## src/rtl/pio_pkg.sv

```systemverilog
`timescale 1ns/1ps
package pio_pkg;
    localparam int CNT_W   = 16;
    localparam int MODES   = 5;
    localparam int SEL_W   = 5;
    localparam logic [SEL_W-1:0] SEL_DATA = 5'h02;

    typedef logic [CNT_W-1:0] cnt_t;

    typedef struct packed {
        cnt_t setup;
        cnt_t active;
        cnt_t recov;
    } pio_timing_t;

    typedef enum logic [2:0] {
        ST_IDLE,
        ST_SETUP,
        ST_STROBE,
        ST_HOLDOFF,
        ST_RECOVER,
        ST_DONE
    } pio_state_t;

    function automatic logic [2:0] clamp_mode(input logic [2:0] m);
        return (m > 3'd4) ? 3'd4 : m;
    endfunction

    function automatic int unsigned setup_ns(input int unsigned m);
        case (m)
            0:       return 70;
            1:       return 50;
            2, 3:    return 30;
            default: return 25;
        endcase
    endfunction

    function automatic int unsigned active_ns(input int unsigned m);
        case (m)
            0, 1, 2: return 290;
            3:       return 80;
            default: return 70;
        endcase
    endfunction

    function automatic int unsigned cycle_ns(input int unsigned m);
        case (m)
            0:       return 600;
            1:       return 383;
            2:       return 330;
            3:       return 180;
            default: return 120;
        endcase
    endfunction

    function automatic int unsigned to_clk(input int unsigned ns, input int unsigned clk_ns);
        int unsigned c;
        c = (ns + clk_ns - 1) / clk_ns;
        return (c == 0) ? 1 : c;
    endfunction

    function automatic pio_timing_t mode_timing(input int unsigned m, input int unsigned clk_ns);
        pio_timing_t t;
        int s, a, c, r;
        s = int'(to_clk(setup_ns(m), clk_ns));
        a = int'(to_clk(active_ns(m), clk_ns));
        c = int'(to_clk(cycle_ns(m), clk_ns));
        r = c - a - s;
        if (r < 1) r = 1;
        t.setup  = cnt_t'(s);
        t.active = cnt_t'(a);
        t.recov  = cnt_t'(r);
        return t;
    endfunction
endpackage

```

## src/rtl/pio_timing_sel.sv

```systemverilog
`timescale 1ns/1ps
module pio_timing_sel
    import pio_pkg::*;
#(
    parameter int unsigned CLK_NS = 5
) (
    input  logic [2:0]       mode_dev0,
    input  logic [2:0]       mode_dev1,
    input  logic             dev_sel,
    input  logic [SEL_W-1:0] sel,
    output pio_timing_t      timing,
    output logic [1:0]       wait_states
);
    pio_timing_t tbl [MODES];
    logic [2:0] ma, mb, m_dev, m_slow, m_use;

    for (genvar g = 0; g < MODES; g++) begin : g_mode
        assign tbl[g] = mode_timing(g, CLK_NS);
    end

    assign ma     = clamp_mode(mode_dev0);
    assign mb     = clamp_mode(mode_dev1);
    assign m_dev  = dev_sel ? mb : ma;
    assign m_slow = (ma < mb) ? ma : mb;
    assign m_use  = (sel == SEL_DATA) ? m_dev : m_slow;
    assign timing = tbl[m_use];

    always_comb begin
        unique case (m_dev)
            3'd0:       wait_states = 2'd3;
            3'd1, 3'd2: wait_states = 2'd2;
            default:    wait_states = 2'd1;
        endcase
    end
endmodule

```

## src/rtl/pio_fsm.sv

```systemverilog
`timescale 1ns/1ps
module pio_fsm
    import pio_pkg::*;
#(
    parameter int TMO_W = 16
) (
    input  logic             clk,
    input  logic             rst_n,
    input  logic             start_ok,
    input  logic             iordy,
    input  pio_timing_t      timing,
    input  logic [TMO_W-1:0] tmo_limit,
    output pio_state_t       state,
    output logic             accept,
    output logic             strobe_release,
    output logic             tmo_hit,
    output logic             last_setup
);
    pio_state_t       state_d;
    cnt_t             cnt_q, cnt_d;
    cnt_t             act_q, act_d;
    cnt_t             rec_q, rec_d;
    logic [TMO_W-1:0] wait_q, wait_d;

    // next-state and counters
    always_comb begin
        state_d        = state;
        cnt_d          = cnt_q;
        act_d          = act_q;
        rec_d          = rec_q;
        wait_d         = wait_q;
        accept         = 1'b0;
        strobe_release = 1'b0;
        tmo_hit        = 1'b0;
        unique case (state)
            ST_IDLE: begin
                if (start_ok) begin
                    accept  = 1'b1;
                    act_d   = timing.active;
                    rec_d   = timing.recov;
                    cnt_d   = timing.setup - 1'b1;
                    state_d = ST_SETUP;
                end
            end
            ST_SETUP: begin
                if (cnt_q == '0) begin
                    state_d = ST_STROBE;
                    cnt_d   = act_q - 1'b1;
                end else begin
                    cnt_d = cnt_q - 1'b1;
                end
            end
            ST_STROBE: begin
                if (cnt_q != '0) begin
                    cnt_d = cnt_q - 1'b1;
                end else if (iordy) begin
                    strobe_release = 1'b1;
                    state_d        = ST_RECOVER;
                    cnt_d          = rec_q - 1'b1;
                end else begin
                    state_d = ST_HOLDOFF;
                    wait_d  = '0;
                end
            end
            ST_HOLDOFF: begin
                if (iordy || (wait_q == tmo_limit)) begin
                    strobe_release = 1'b1;
                    tmo_hit        = !iordy;
                    state_d        = ST_RECOVER;
                    cnt_d          = rec_q - 1'b1;
                end else begin
                    wait_d = wait_q + 1'b1;
                end
            end
            ST_RECOVER: begin
                if (cnt_q == '0) state_d = ST_DONE;
                else             cnt_d   = cnt_q - 1'b1;
            end
            ST_DONE:  state_d = ST_IDLE;
            default:  state_d = ST_IDLE;
        endcase
    end

    always_ff @(posedge clk or negedge rst_n) begin
        if (!rst_n) begin
            state  <= ST_IDLE;
            cnt_q  <= '0;
            act_q  <= '0;
            rec_q  <= '0;
            wait_q <= '0;
        end else begin
            state  <= state_d;
            cnt_q  <= cnt_d;
            act_q  <= act_d;
            rec_q  <= rec_d;
            wait_q <= wait_d;
        end
    end

    assign last_setup = (state == ST_SETUP) && (cnt_q == '0);
endmodule

```

## src/rtl/pio_data_path.sv

```systemverilog
`timescale 1ns/1ps
module pio_data_path
    import pio_pkg::*;
#(
    parameter int DATA_W = 16
) (
    input  logic              clk,
    input  logic              rst_n,
    input  logic              accept,
    input  logic [SEL_W-1:0]  sel_in,
    input  logic              write_in,
    input  logic [DATA_W-1:0] wdata_in,
    input  logic              strobe_release,
    input  logic              tmo_hit,
    input  logic [DATA_W-1:0] din,
    output logic [SEL_W-1:0]  sel_q,
    output logic              write_q,
    output logic [DATA_W-1:0] wdata_q,
    output logic [DATA_W-1:0] rdata_q,
    output logic              err_q
);
    localparam int BYTE_W = 8;
    localparam int HI_W   = DATA_W - BYTE_W;

    logic is_data_in, is_data_q;

    assign is_data_in = (sel_in == SEL_DATA);
    assign is_data_q  = (sel_q == SEL_DATA);

    always_ff @(posedge clk or negedge rst_n) begin
        if (!rst_n) begin
            sel_q   <= '1;
            write_q <= 1'b0;
            wdata_q <= '0;
            rdata_q <= '0;
            err_q   <= 1'b0;
        end else begin
            if (accept) begin
                sel_q   <= sel_in;
                write_q <= write_in;
                wdata_q <= is_data_in ? wdata_in : {{HI_W{1'b0}}, wdata_in[BYTE_W-1:0]};
            end
            if (strobe_release && !write_q) begin
                rdata_q <= is_data_q ? din : {{HI_W{1'b0}}, din[BYTE_W-1:0]};
            end
            if (tmo_hit) err_q <= 1'b1;
        end
    end
endmodule

```

## src/rtl/pio_cycle_engine.sv

```systemverilog
`timescale 1ns/1ps
module pio_cycle_engine
    import pio_pkg::*;
#(
    parameter int unsigned CLK_NS = 5,
    parameter int          TMO_W  = 16,
    parameter int          DATA_W = 16
) (
    input  logic              clk,
    input  logic              rst_n,
    input  logic              cfg_enable,
    input  logic [2:0]        cfg_mode_dev0,
    input  logic [2:0]        cfg_mode_dev1,
    input  logic              cfg_dev_sel,
    input  logic [TMO_W-1:0]  cfg_tmo_limit,
    output logic [1:0]        cfg_wait_states,
    input  logic              host_start,
    input  logic [4:0]        host_sel,
    input  logic              host_write,
    input  logic [DATA_W-1:0] host_wdata,
    output logic [DATA_W-1:0] host_rdata,
    output logic              host_done,
    output logic              host_busy,
    output logic              host_tmo_err,
    output logic              ata_cs0_n,
    output logic              ata_cs1_n,
    output logic [2:0]        ata_addr,
    output logic              ata_rd_n,
    output logic              ata_wr_n,
    output logic [DATA_W-1:0] ata_dout,
    output logic              ata_dout_en,
    input  logic [DATA_W-1:0] ata_din,
    input  logic              ata_iordy
);
    pio_timing_t      timing;
    pio_state_t       state;
    logic             accept, strobe_release, tmo_hit, last_setup;
    logic [SEL_W-1:0] sel_q;
    logic             write_q;

    pio_timing_sel #(.CLK_NS(CLK_NS)) u_tsel (
        .mode_dev0   (cfg_mode_dev0),
        .mode_dev1   (cfg_mode_dev1),
        .dev_sel     (cfg_dev_sel),
        .sel         (host_sel),
        .timing      (timing),
        .wait_states (cfg_wait_states)
    );

    pio_fsm #(.TMO_W(TMO_W)) u_fsm (
        .clk            (clk),
        .rst_n          (rst_n),
        .start_ok       (host_start && cfg_enable),
        .iordy          (ata_iordy),
        .timing         (timing),
        .tmo_limit      (cfg_tmo_limit),
        .state          (state),
        .accept         (accept),
        .strobe_release (strobe_release),
        .tmo_hit        (tmo_hit),
        .last_setup     (last_setup)
    );

    pio_data_path #(.DATA_W(DATA_W)) u_dp (
        .clk            (clk),
        .rst_n          (rst_n),
        .accept         (accept),
        .sel_in         (host_sel),
        .write_in       (host_write),
        .wdata_in       (host_wdata),
        .strobe_release (strobe_release),
        .tmo_hit        (tmo_hit),
        .din            (ata_din),
        .sel_q          (sel_q),
        .write_q        (write_q),
        .wdata_q        (ata_dout),
        .rdata_q        (host_rdata),
        .err_q          (host_tmo_err)
    );

    // bus and host outputs from state
    always_comb begin
        ata_cs0_n   = 1'b1;
        ata_cs1_n   = 1'b1;
        ata_addr    = '0;
        ata_rd_n    = 1'b1;
        ata_wr_n    = 1'b1;
        ata_dout_en = 1'b0;
        host_done   = 1'b0;
        host_busy   = 1'b1;
        unique case (state)
            ST_IDLE: host_busy = 1'b0;
            ST_SETUP: begin
                {ata_addr, ata_cs1_n, ata_cs0_n} = sel_q;
                ata_dout_en = write_q && last_setup;
            end
            ST_STROBE, ST_HOLDOFF: begin
                {ata_addr, ata_cs1_n, ata_cs0_n} = sel_q;
                ata_rd_n    = write_q;
                ata_wr_n    = !write_q;
                ata_dout_en = write_q;
            end
            ST_RECOVER: begin
                {ata_addr, ata_cs1_n, ata_cs0_n} = sel_q;
                ata_dout_en = write_q;
            end
            ST_DONE:  host_done = 1'b1;
            default:  host_busy = 1'b0;
        endcase
    end
endmodule

```

## config.mk

```make
export PLATFORM = sky130hd
export DESIGN_NAME = pio_cycle_engine
export DESIGN_NICKNAME = d
export VERILOG_FILES = /design/src/rtl/pio_pkg.sv /design/src/rtl/pio_timing_sel.sv /design/src/rtl/pio_fsm.sv /design/src/rtl/pio_data_path.sv /design/src/rtl/pio_cycle_engine.sv
export SDC_FILE = /design/constraint.sdc
export NUM_CORES = 1
export LEC_CHECK = 0
export ABC_AREA = 1
export BUFFER_PORTS_ARGS = -buffer_cell sky130_fd_sc_hd__buf_2
export CAP_MARGIN = 0
export CORE_UTILIZATION = 25
export DETAILED_ROUTE_END_ITERATION = 12
export GPL_ROUTABILITY_DRIVEN = 0
export GPL_TIMING_DRIVEN = 0
export PLACE_DENSITY = 0.45
export SLEW_MARGIN = 20
export SYNTH_ARGS = -nofsm -noshare
export SYNTH_HDL_FRONTEND = slang
export SYNTH_SLANG_ARGS = --single-unit
export TNS_END_PERCENT = 1
```

## constraint.sdc

```tcl
create_clock -name clk -period 2 [get_ports clk]
set_input_delay 0.2 -clock clk [delete_from_list [all_inputs] [get_ports clk]]
set_output_delay 0.2 -clock clk [all_outputs]
set_load 0.01 [all_outputs]
```

==> results of run 1 <==
power groups by stage:
stage	registers (mW)	clock network (mW)	logic, mW
finish	2.61	1.74	4.92
global route	2.69	1.88	5.53
CTS	2.61	1.81	4.78
detailed placement	2.62	0	4.45
global placement	2.63	0	4.41
floorplan	2.63	0	3.00
sequential cells by signal, summed over array words and instances, names as in the netlist, 3 cells and up:
register	count
u_dp.sel_q	5
u_fsm.cnt_q	16
u_dp.rdata_q	16
u_fsm.state	3
u_fsm.wait_q	16
u_dp.wdata_q	16
u_fsm.rec_q	5
u_fsm.act_q	4
metal layers:
| metal | wire (um) | part of all wire [%] | vias to the layer above | track usage [%] |
|---|---|---|---|---|
| li1 | - | - | 2957 | - |
| met1 | 8257 | 48 | 2592 | 20.34 |
| met2 | 7657 | 45 | 116 | 24.62 |
| met3 | 1019 | 6.0 | 12 | 4.778 |
| met4 | 156 | 0.91 | 0 | 3.704 |
| met5 | 0 | 0 | - | 0 |
synth_stat cells, drive strengths merged (3+ instances only):
library cell / n
nand3: 86
nor2: 78
xor2: 13
o21ai: 31
nand3b: 6
xnor2: 5
or2: 4
ha: 10
dfstp: 5
inv: 105
clkinv: 4
dfrtp: 78
o22ai: 7
nand2: 361
a22oi: 3
a21oi: 5
nor3: 10
buf: 14
clkbuf: 4
nand4: 11
final cells by class:
type | instances | area (um2) | share of cell area (%)
flip-flops and latches | 83 | 2097 | 29.19
inverters | 109 | 420.4 | 5.852
clock buffers | 12 | 246.5 | 3.431
repair buffers | 130 | 735.7 | 10.24
well taps | 280 | 350.3 | 4.876
clock inverters | 4 | 51.30 | 0.7140
multi-input cells | 644 | 3162 | 44.01
plain buffers | 18 | 121.4 | 1.689
through the flow:
stage               TNS [ns]  cell area (um2)  power, mW  cells
floorplan                  0             5660      5.626    854
global placement      -19.76             6561      7.040   1244
detailed placement    -8.745             6595      7.061   1245
CTS                 -0.02277             7038      9.205   1270
global route         -0.2265             7184      10.10   1280
finish                     0             7184      9.272   1280
worst max-delay path by stage:
| stage | depth (start not counted) | to | start |
|---|---|---|---|
| final | 9 | ata_dout_en | u_fsm.cnt_q[1]$_DFFE_PN0P_ |
| after floorplan | 11 | u_fsm.wait_q[0]$_DFFE_PN0P_ | u_fsm.cnt_q[0]$_DFFE_PN0P_ |
| after CTS | 9 | ata_dout_en | u_fsm.cnt_q[0]$_DFFE_PN0P_ |
| after detailed placement | 12 | u_dp.rdata_q[11]$_DFFE_PN0P_ | u_fsm.cnt_q[0]$_DFFE_PN0P_ |
| after global routing | 9 | ata_dout_en | u_fsm.cnt_q[0]$_DFFE_PN0P_ |
| after global placement | 12 | u_dp.rdata_q[12]$_DFFE_PN0P_ | u_fsm.cnt_q[0]$_DFFE_PN0P_ |
critical path, delay by kind of cell, from the launching register on:
family	cells	cell delay, ns
and+or+nand+nor	4	0.42
buffers and inverters	3	0.28
AOI/OAI and AO/OA	1	0.14
adders and majority gates	1	0.16
DFF	1	0.40
kinds of logic (layout without fill, tap and decap cells):
kind of cell,after synthesis,after routing
buffers and inverters,127,273
flip-flops,83,83
AND/OR/NAND/NOR,560,560
XOR/XNOR,18,18
AO/OA/AOI/OAI,56,56
adder cells (fa/ha/maj),10,10
what timing repair did:
item / CTS / global route
hold endpoints to repair: 39 / 0
buffers inserted: 8 / 10
endpoints found under the setup margin: 74 / 63
hold buffers: 1 / 0
resized for setup: 23 / 30
pin swaps: 6 / 7
==> impl_metrics.csv, run 1 <==
group,metric,value,unit
synth,ys_ff_latch,83,
routing,wl_per_cell,13.35,um
synth,synth_edf_count,0,
timing,timing.fmax,0.5111,GHz
grt,grt_pass1_wl,28700,um
power,p_clk_share,18.8,%
routing,detail-route-antenna-nets,0,
synth,synthMuxAreaShare,0,%
timing,worstMarginPinSlew,0.5277,ns
critical_path,arrival,1.76,ns
floorplanning,dieArea,0.02325,mm2
synth,ys_warn_count,0,
critical_path,worst-r2r-setup-slack,0.09,ns
cells_and_area,areaGrowthSynthToFinish,26.92,%
worst_hold_path,worst_hold_path_type,"input port to register",
outcome,status,"complete, no violations",
clock_tree,clockBufferDepth,2,
grt,grt_pass1_vias,5585,
cells_and_area,drive_above_1_share,24.90,%
synth,avgSynthCellArea,6.628,um2
timing,setup_viol,0,
worst_hold_path,hold_start,"host_wdata[1]",
routing,vias,5677,
grt,grt_max_degree,45,
clock_tree,cts_root_buf,"clkbuf_16",
power,internal-power,5.020,mW
critical_path,critPathRequiredTime,1.80,ns
floorplanning,core,0.02203,mm2
critical_path,r2r_start,"u_fsm.cnt_q[1]$_DFFE_PN0P_",
clock_tree,cts-buffers-inserted,9,
power,power.switching,4.252,mW
clock_tree,cts.sinks,83,
power,powerDensity,1291,mW/mm2
power,vdd_drop_max,0.0005376,V
routing,drcViolationCount,0,
cells_and_area,postLayoutCoreUtil,32.62,%
critical_path,slowest_stage,"dfrtp_1",
cells_and_area,filler_cell_count,2474,
critical_path,crit_path_max_fanout,3,
synth,synth_top_family_by_area,"simple AND/OR/NAND/NOR gates",
grt,grt_antenna_before_repair,0,
synth,syn_area,0.005660,mm2
floorplanning,start_util,25.70,%
timing,rsz0062_at_grt,"true",
timing,fin_ws,0.04338,ns
worst_hold_path,holdPathStages,3,
timing,slew_headroom,64.82,%
timing,finalHoldViolations,0,
timing,fin_skew,0.007702,ns
cells_and_area,n_antenna_cell,0,
clock_tree,insertion_delay,0.35,ns
placement,place_ws,-0.2997,ns
critical_path,worstPathCellList,"inv_2 -> ha_4 -> nand3_4 -> nor2_4 -> nand2_4 -> inv_8 -> nand2_4 -> a21oi_2 -> buf_6",
synth,synth_top_cell_area_share,34.48,%
critical_path,crit_type,"register to primary output",
job,max-cap-violations,0,
cells_and_area,layout_common_cells,"nand2_1 (339), buf_2 (115), inv_1 (91)",
power,power_leakage,3.890,nW
placement,place_hpwl,12920,um
critical_path,path_common_cell,"nand2_4",
floorplanning,num_rows,54,
critical_path,r2r-end,"u_fsm.cnt_q[10]$_DFFE_PN0P_",
timing,holdWs,0.04192,ns
timing,fin_crit,1.957,ns
clock_tree,cts_tree,"built",
synth,syn_inst,854,
synth,synth_compound_area_share,6.189,%
power,seq_power_share,28.2,%
synth,asyncSetResetFlopFracSynth,100.0,%
grt,grt.total_usage,15.45,%
grt,overflow,0,
floorplanning,die_h,152.5,um
synth,synth_flop_cell,"dfrtp_1",
synth,ys_seq_area_share,36.80,%
synth,post_synth_fa_ha_maj_area_fraction,2.210,%
synth,synth_top_area_cell,"dfrtp_1",
clock_tree,clk_pin_slew,0.06,ns
floorplanning,ios,111,
power,switching_share,45.86,%
cells_and_area,layout_commonest_cell,"nand2_1",
placement,numPortBuffers,110,
worst_hold_path,whs_endpoint,"u_dp.wdata_q[1]$_DFFE_PN0P_",
synth,synthTopCellsByArea,"dfrtp_1 (34%), nand2_1 (23%), nand3_1 (7.3%)",
routing,avgViaCountPerCell,4.435,
critical_path,start_kind,"register",
critical_path,slowest_delay,0.40,ns
clock_tree,cts_max_level,3,
floorplanning,chipWidth,152.5,um
synth,synth_cell_types,44,
power,power_frac_comb,53.0,%
timing,final_max_slew_viol_count,0,
synth,synth_simple_gate_area_share,42.73,%
synth,syn_nets,930,
critical_path,end_kind,"primary output",
synth,synth-xor-area-share,2.785,%
routing,drtIter0Drc,250,
cells_and_area,nets,1071,
critical_path,reg2reg_depth,13,
timing,fin_crit_sh,97.83,%
routing,dr.pass1.iters,9,
routing,totalWireLength,17090,um
(Power assumes the default switching activity.)
==> run 2, diff against run 1 <==
--- a/config.mk
+++ b/config.mk
@@ -6,7 +6,7 @@
 export NUM_CORES = 1
 export LEC_CHECK = 0
 export ABC_AREA = 1
-export BUFFER_PORTS_ARGS = -buffer_cell sky130_fd_sc_hd__buf_2
+export BUFFER_PORTS_ARGS = -buffer_cell sky130_fd_sc_hd__clkbuf_2
 export CAP_MARGIN = 0
 export CORE_UTILIZATION = 25
 export DETAILED_ROUTE_END_ITERATION = 12
==> impl_metrics.csv, run 2 (synthesis gave the netlist of run 1 again) <==
group,metric,value,unit
floorplanning,dieArea,0.02325,mm2
cells_and_area,layout_commonest_cell,"nand2_1",
placement,place_hpwl,12810,um
floorplanning,die_h,152.5,um
power,p_clk_share,18.8,%
job,max-cap-violations,0,
clock_tree,cts-buffers-inserted,9,
grt,overflow,0,
outcome,failed_checks,"setup timing",
critical_path,worstPathCellList,"inv_1 -> nand2_1 -> nor2_4 -> buf_4 -> nand2_1 -> a21oi_2 -> clkbuf_8",
cells_and_area,n_antenna_cell,0,
critical_path,crit_path_max_fanout,10,
critical_path,start_kind,"register",
routing,dr.pass1.iters,6,
routing,drtIter0Drc,252,
critical_path,arrival,1.81,ns
routing,avgViaCountPerCell,4.395,
power,seq_power_share,29.1,%
timing,finalHoldViolations,0,
timing,fin_crit,2.010,ns
grt,grt_antenna_before_repair,0,
critical_path,crit_type,"register to primary output",
timing,timing.fmax,0.4975,GHz
clock_tree,cts_tree,"built",
power,vdd_drop_max,0.0005557,V
clock_tree,clk_pin_slew,0.07,ns
critical_path,critPathRequiredTime,1.80,ns
timing,setup-tns-final,-0.01697,ns
grt,grt.total_usage,15.12,%
routing,detail-route-antenna-nets,0,
placement,numPortBuffers,110,
outcome,status,"finished, violations left",
timing,final_max_slew_viol_count,0,
placement,place_ws,-0.3224,ns
critical_path,path_common_cell,"nand2_1",
routing,drcViolationCount,0,
floorplanning,start_util,25.70,%
power,powerDensity,1276,mW/mm2
power,switching_share,47.11,%
timing,worstMarginPinSlew,0.7025,ns
cells_and_area,areaGrowthSynthToFinish,24.12,%
floorplanning,core,0.02203,mm2
clock_tree,cts.sinks,83,
grt,grt_pass1_wl,28220,um
power,power_frac_comb,52.1,%
timing,fin_ws,-0.01018,ns
power,p_total,8.967,mW
clock_tree,cts_root_buf,"clkbuf_16",
floorplanning,num_rows,54,
clock_tree,clockBufferDepth,2,
timing,fin_skew,0.007314,ns
critical_path,slowest_stage,"dfrtp_1",
cells_and_area,nets,1058,
timing,setup_viol,2,
power,internal-power,4.743,mW
cells_and_area,layout_common_cells,"nand2_1 (343), clkbuf_2 (108), inv_1 (91)",
grt,grt_max_degree,84,
timing,rsz0062_at_grt,"true",
grt,grt_pass1_vias,5496,
cells_and_area,filler_cell_count,2493,
floorplanning,chipWidth,152.5,um
routing,vias,5568,
clock_tree,insertion_delay,0.35,ns
critical_path,end_kind,"primary output",
floorplanning,ios,111,
timing,slew_headroom,53.17,%
critical_path,slowest_delay,0.44,ns
cells_and_area,fin_cells,1267,
power,power_leakage,3.793,nW
routing,totalWireLength,16860,um
power,power.switching,4.224,mW
timing,fin_crit_sh,100.5,%
routing,wl_per_cell,13.31,um
worst_hold_path,worst_hold_path_type,"input port to register",
placement,dpl.cell_count,1244,
clock_tree,cts_max_level,3,
cells_and_area,drive_above_1_share,23.30,%
## run 2: changes by cell type in the layout (fill, tap and decap cells not counted), sizes merged
cell | before | now
buf | 143 | 20
clkinvlp | 1 | 2
inv | 107 | 108
bufinv | 1 | 0
clkinv | 4 | 5
clkbuf | 16 | 124
## run 2: final cells by class
cell class / count / area [um2] / share of cell area [%]
buffer: 18 / 121.4 / 1.728
clock buffer: 10 / 239.0 / 3.402
clock inverter: 6 / 48.80 / 0.6946
inverter: 109 / 414.1 / 5.895
multi-input combinational: 644 / 3138 / 44.67
sequential: 83 / 2091 / 29.76
tap: 280 / 350.3 / 4.987
timing repair buffer: 117 / 623.1 / 8.869
## run 2: path summary, 6_finish.rpt
path / startpoint / end / slack [ns] / cells past startpoint
max: u_fsm.state[1]$_DFFE_PN0P_ / ata_dout_en / -0.01 / 7
min: host_sel[2] / u_dp.sel_q[2]$_DFFE_PN1P_ / 0.04 / 3
max reg2reg: u_fsm.cnt_q[0]$_DFFE_PN0P_ / u_dp.rdata_q[14]$_DFFE_PN0P_ / 0.07 / 12
min reg2reg: u_dp.rdata_q[15]$_DFFE_PN0P_ / u_dp.rdata_q[15]$_DFFE_PN0P_ / 0.47 / 2
max in group asynchronous: rst_n / u_fsm.cnt_q[12]$_DFFE_PN0P_ / 1.01 / 2
min in group asynchronous: rst_n / u_dp.wdata_q[3]$_DFFE_PN0P_ / 0.45 / 2
## run 2: critical path: cells and delay by family (launching register included)
| family | cells | cell delay [ns] |
|---|---|---|
| AOI/OAI and AO/OA | 1 | 0.16 |
| and+or+nand+nor | 3 | 0.39 |
| DFF | 1 | 0.44 |
| buffers and inverters | 3 | 0.47 |
## run 2: per-layer routing
metal	vias up	GRT usage, %	routed length (um)
li1	2932	-	-
met3	8	4.863	957
met4	0	2.453	142
met5	-	0	0
met1	2527	19.60	8148
met2	101	24.86	7613
## run 2: repair_timing
item | in CTS | in global routing
hold buffers | 1 | 0
pin swaps | 7 | 3
hold endpoints to repair | 78 | 0
endpoints found under the setup margin | 66 | 62
gates resized for setup | 19 | 19
setup buffers | 6 | 0
## run 2: stage by stage
step | hold WS, ns | utilization (%) | area (um2)
finish | 0.03639 | 31.90 | 7025
global route | 0.03068 | 31.90 | 7025
CTS | 0.02131 | 31.66 | 6974
detailed placement | 0.3139 | 29.83 | 6570
global placement | 0.4012 | 29.79 | 6561
floorplan | -0.09559 | - | 5660
## run 2: power by group through the flow
| stage | registers [mW] | logic [mW] | clock network, mW |
|---|---|---|---|
| 6_report | 2.61 | 4.68 | 1.68 |
| 5_1_grt | 2.68 | 5.31 | 1.80 |
| 4_1_cts | 2.61 | 4.68 | 1.74 |
| 3_5_place_dp | 2.63 | 4.43 | 0 |
| 3_3_place_gp | 2.64 | 4.41 | 0 |
| 2_1_floorplan | 2.63 | 3.00 | 0 |
==> run 3, diff against run 2 <==
--- a/config.mk
+++ b/config.mk
@@ -11,7 +11,7 @@
 export CORE_UTILIZATION = 25
 export DETAILED_ROUTE_END_ITERATION = 12
 export GPL_ROUTABILITY_DRIVEN = 0
-export GPL_TIMING_DRIVEN = 0
+export GPL_TIMING_DRIVEN = 1
 export PLACE_DENSITY = 0.45
 export SLEW_MARGIN = 20
 export SYNTH_ARGS = -nofsm -noshare
==> impl_metrics.csv, run 3 (synthesis gave the netlist of run 1 again) <==
group,metric,value,unit
outcome,status,"complete, no violations",
floorplanning,die_h,152.5,um
floorplanning,start_util,25.70,%
timing,holdWs,0.04379,ns
critical_path,crit_path_max_fanout,4,
critical_path,crit_type,"register to primary output",
critical_path,r2r_start,"u_fsm.cnt_q[1]$_DFFE_PN0P_",
routing,avgViaCountPerCell,4.409,
clock_tree,cts.sinks,83,
cells_and_area,layout_commonest_cell,"nand2_1",
cells_and_area,layout_common_cells,"nand2_1 (344), clkbuf_2 (108), inv_1 (91)",
power,vdd_drop_max,0.0005586,V
timing,fin_crit_sh,95.58,%
floorplanning,num_rows,54,
critical_path,end_kind,"primary output",
clock_tree,clk_pin_slew,0.07,ns
grt,grt_pass1_wl,27800,um
grt,grt_antenna_before_repair,1,
critical_path,worst-r2r-setup-slack,0.14,ns
clock_tree,clockBufferDepth,2,
critical_path,r2r-end,"u_dp.rdata_q[7]$_DFFE_PN0P_",
timing,finalHoldViolations,0,
clock_tree,cts_root_buf,"clkbuf_16",
grt,grt.total_usage,14.83,%
worst_hold_path,worst_hold_path_type,"input port to register",
timing,final_max_slew_viol_count,0,
cells_and_area,areaGrowthSynthToFinish,27.03,%
floorplanning,core,0.02203,mm2
grt,grt_pass1_vias,5486,
clock_tree,insertion_delay,0.35,ns
timing,rsz0062_at_grt,"true",
cells_and_area,filler_cell_count,2499,
grt,grt_max_degree,53,
power,powerDensity,1282,mW/mm2
clock_tree,cts_max_level,3,
critical_path,arrival,1.71,ns
placement,numPortBuffers,110,
placement,place_area,0.006733,mm2
timing,worstMarginPinSlew,0.4051,ns
floorplanning,ios,111,
worst_hold_path,holdPathStages,3,
timing,fin_skew,0.007543,ns
floorplanning,dieArea,0.02325,mm2
cells_and_area,design_area,0.007191,mm2
cells_and_area,n_antenna_cell,0,
critical_path,start_kind,"register",
critical_path,reg2reg_depth,11,
critical_path,crit_path_start,"u_fsm.cnt_q[1]$_DFFE_PN0P_",
routing,totalWireLength,16430,um
routing,wl_per_cell,12.78,um
routing,drcViolationCount,0,
grt,overflow,0,
power,power_leakage,3.925,nW
timing,timing.fmax,0.5231,GHz
timing,fin_crit,1.912,ns
job,max-cap-violations,0,
placement,place_hpwl,12680,um
routing,drtIter0Drc,280,
clock_tree,cts_tree,"built",
critical_path,cp-endpoint,"ata_dout_en",
floorplanning,chipWidth,152.5,um
cells_and_area,nets,1076,
routing,vias,5665,
clock_tree,cts-buffers-inserted,9,
routing,dr.pass1.iters,7,
timing,slew_headroom,72.71,%
cells_and_area,postLayoutCoreUtil,32.65,%
timing,setup_viol,0,
critical_path,critPathRequiredTime,1.80,ns
routing,detail-route-antenna-nets,0,
cells_and_area,drive_above_1_share,23.78,%
-- run 3: cell count changes in the layout (fill, tap and decap cells not counted), sizes merged --
cell    previous run  this run
buf               20        44
clkbuf           124       119
bufinv             0         1
inv              108       107
clkinv             5         4
-- run 3: layout make-up --
cell class,count,area (um2),area share (%)
multi-input combinational,644,3104,43.17
sequential,83,2086,29.01
timing repair buffer,153,922.1,12.82
inverter,109,416.7,5.794
tap,280,350.3,4.872
clock buffer,11,252.7,3.515
clock inverter,5,58.81,0.8178
-- run 3: stage by stage --
stage	setup TNS, ns	setup slack [ns]	std cells	power, mW
2_1_floorplan	0	0.1447	854	5.626
3_3_place_gp	0	0.03955	1258	7.307
3_5_place_dp	-0.003904	-0.003904	1258	7.278
4_1_cts	-0.02065	-0.02065	1276	9.156
5_1_grt	-0.03312	-0.008291	1285	10.01
6_report	0	0.08836	1285	9.215
-- run 3: worst min-delay path by stage --
stage / start / endpoint / slack (ns)
after detailed placement: rst_n / u_dp.rdata_q[12]$_DFFE_PN0P_ / 0.22
after global placement: rst_n / u_dp.rdata_q[11]$_DFFE_PN0P_ / 0.22
after floorplan: rst_n / u_dp.err_q$_DFFE_PN0P_ / -0.1
final: host_wdata[5] / u_dp.wdata_q[5]$_DFFE_PN0P_ / 0.04
after CTS: host_sel[0] / u_dp.sel_q[0]$_DFFE_PN1P_ / 0.03
after global routing: host_wdata[1] / u_dp.wdata_q[1]$_DFFE_PN0P_ / 0.04
-- run 3: report_power, final --
group / total (mW) / internal, mW / switching, mW
Sequential: 2.58 / 2.21 / 0.368
Combinational: 4.86 / 1.80 / 3.06
Clock: 1.78 / 1.04 / 0.738
-- run 3: timing repair --
item                       in CTS  in global routing
buffers inserted                1                  9
cloned                          0                  0
resized for setup               8                 15
pin swaps                       3                  4
setup endpoints to repair      12                 55
hold endpoints to repair       78                  0
hold buffers                    1                  0
-- run 3: metal layers --
layer | GRT usage (%) | vias to the layer above | share of wire (%)
li1 | - | 2968 | -
met1 | 19.71 | 2553 | 48
met2 | 23.66 | 130 | 45
met3 | 4.238 | 12 | 6.0
met4 | 3.608 | 2 | 0.88
met5 | 0 | - | 0.079
-- run 3: critical path, stage by stage, from the launching register on --
cell and delay [ns]:
dfrtp_1 0.39, inv_2 0.09, ha_4 0.15, nand3_4 0.10
nor2_4 0.15, nand2_4 0.09, inv_8 0.07, nand2_2 0.04
a21oi_2 0.15, buf_6 0.13
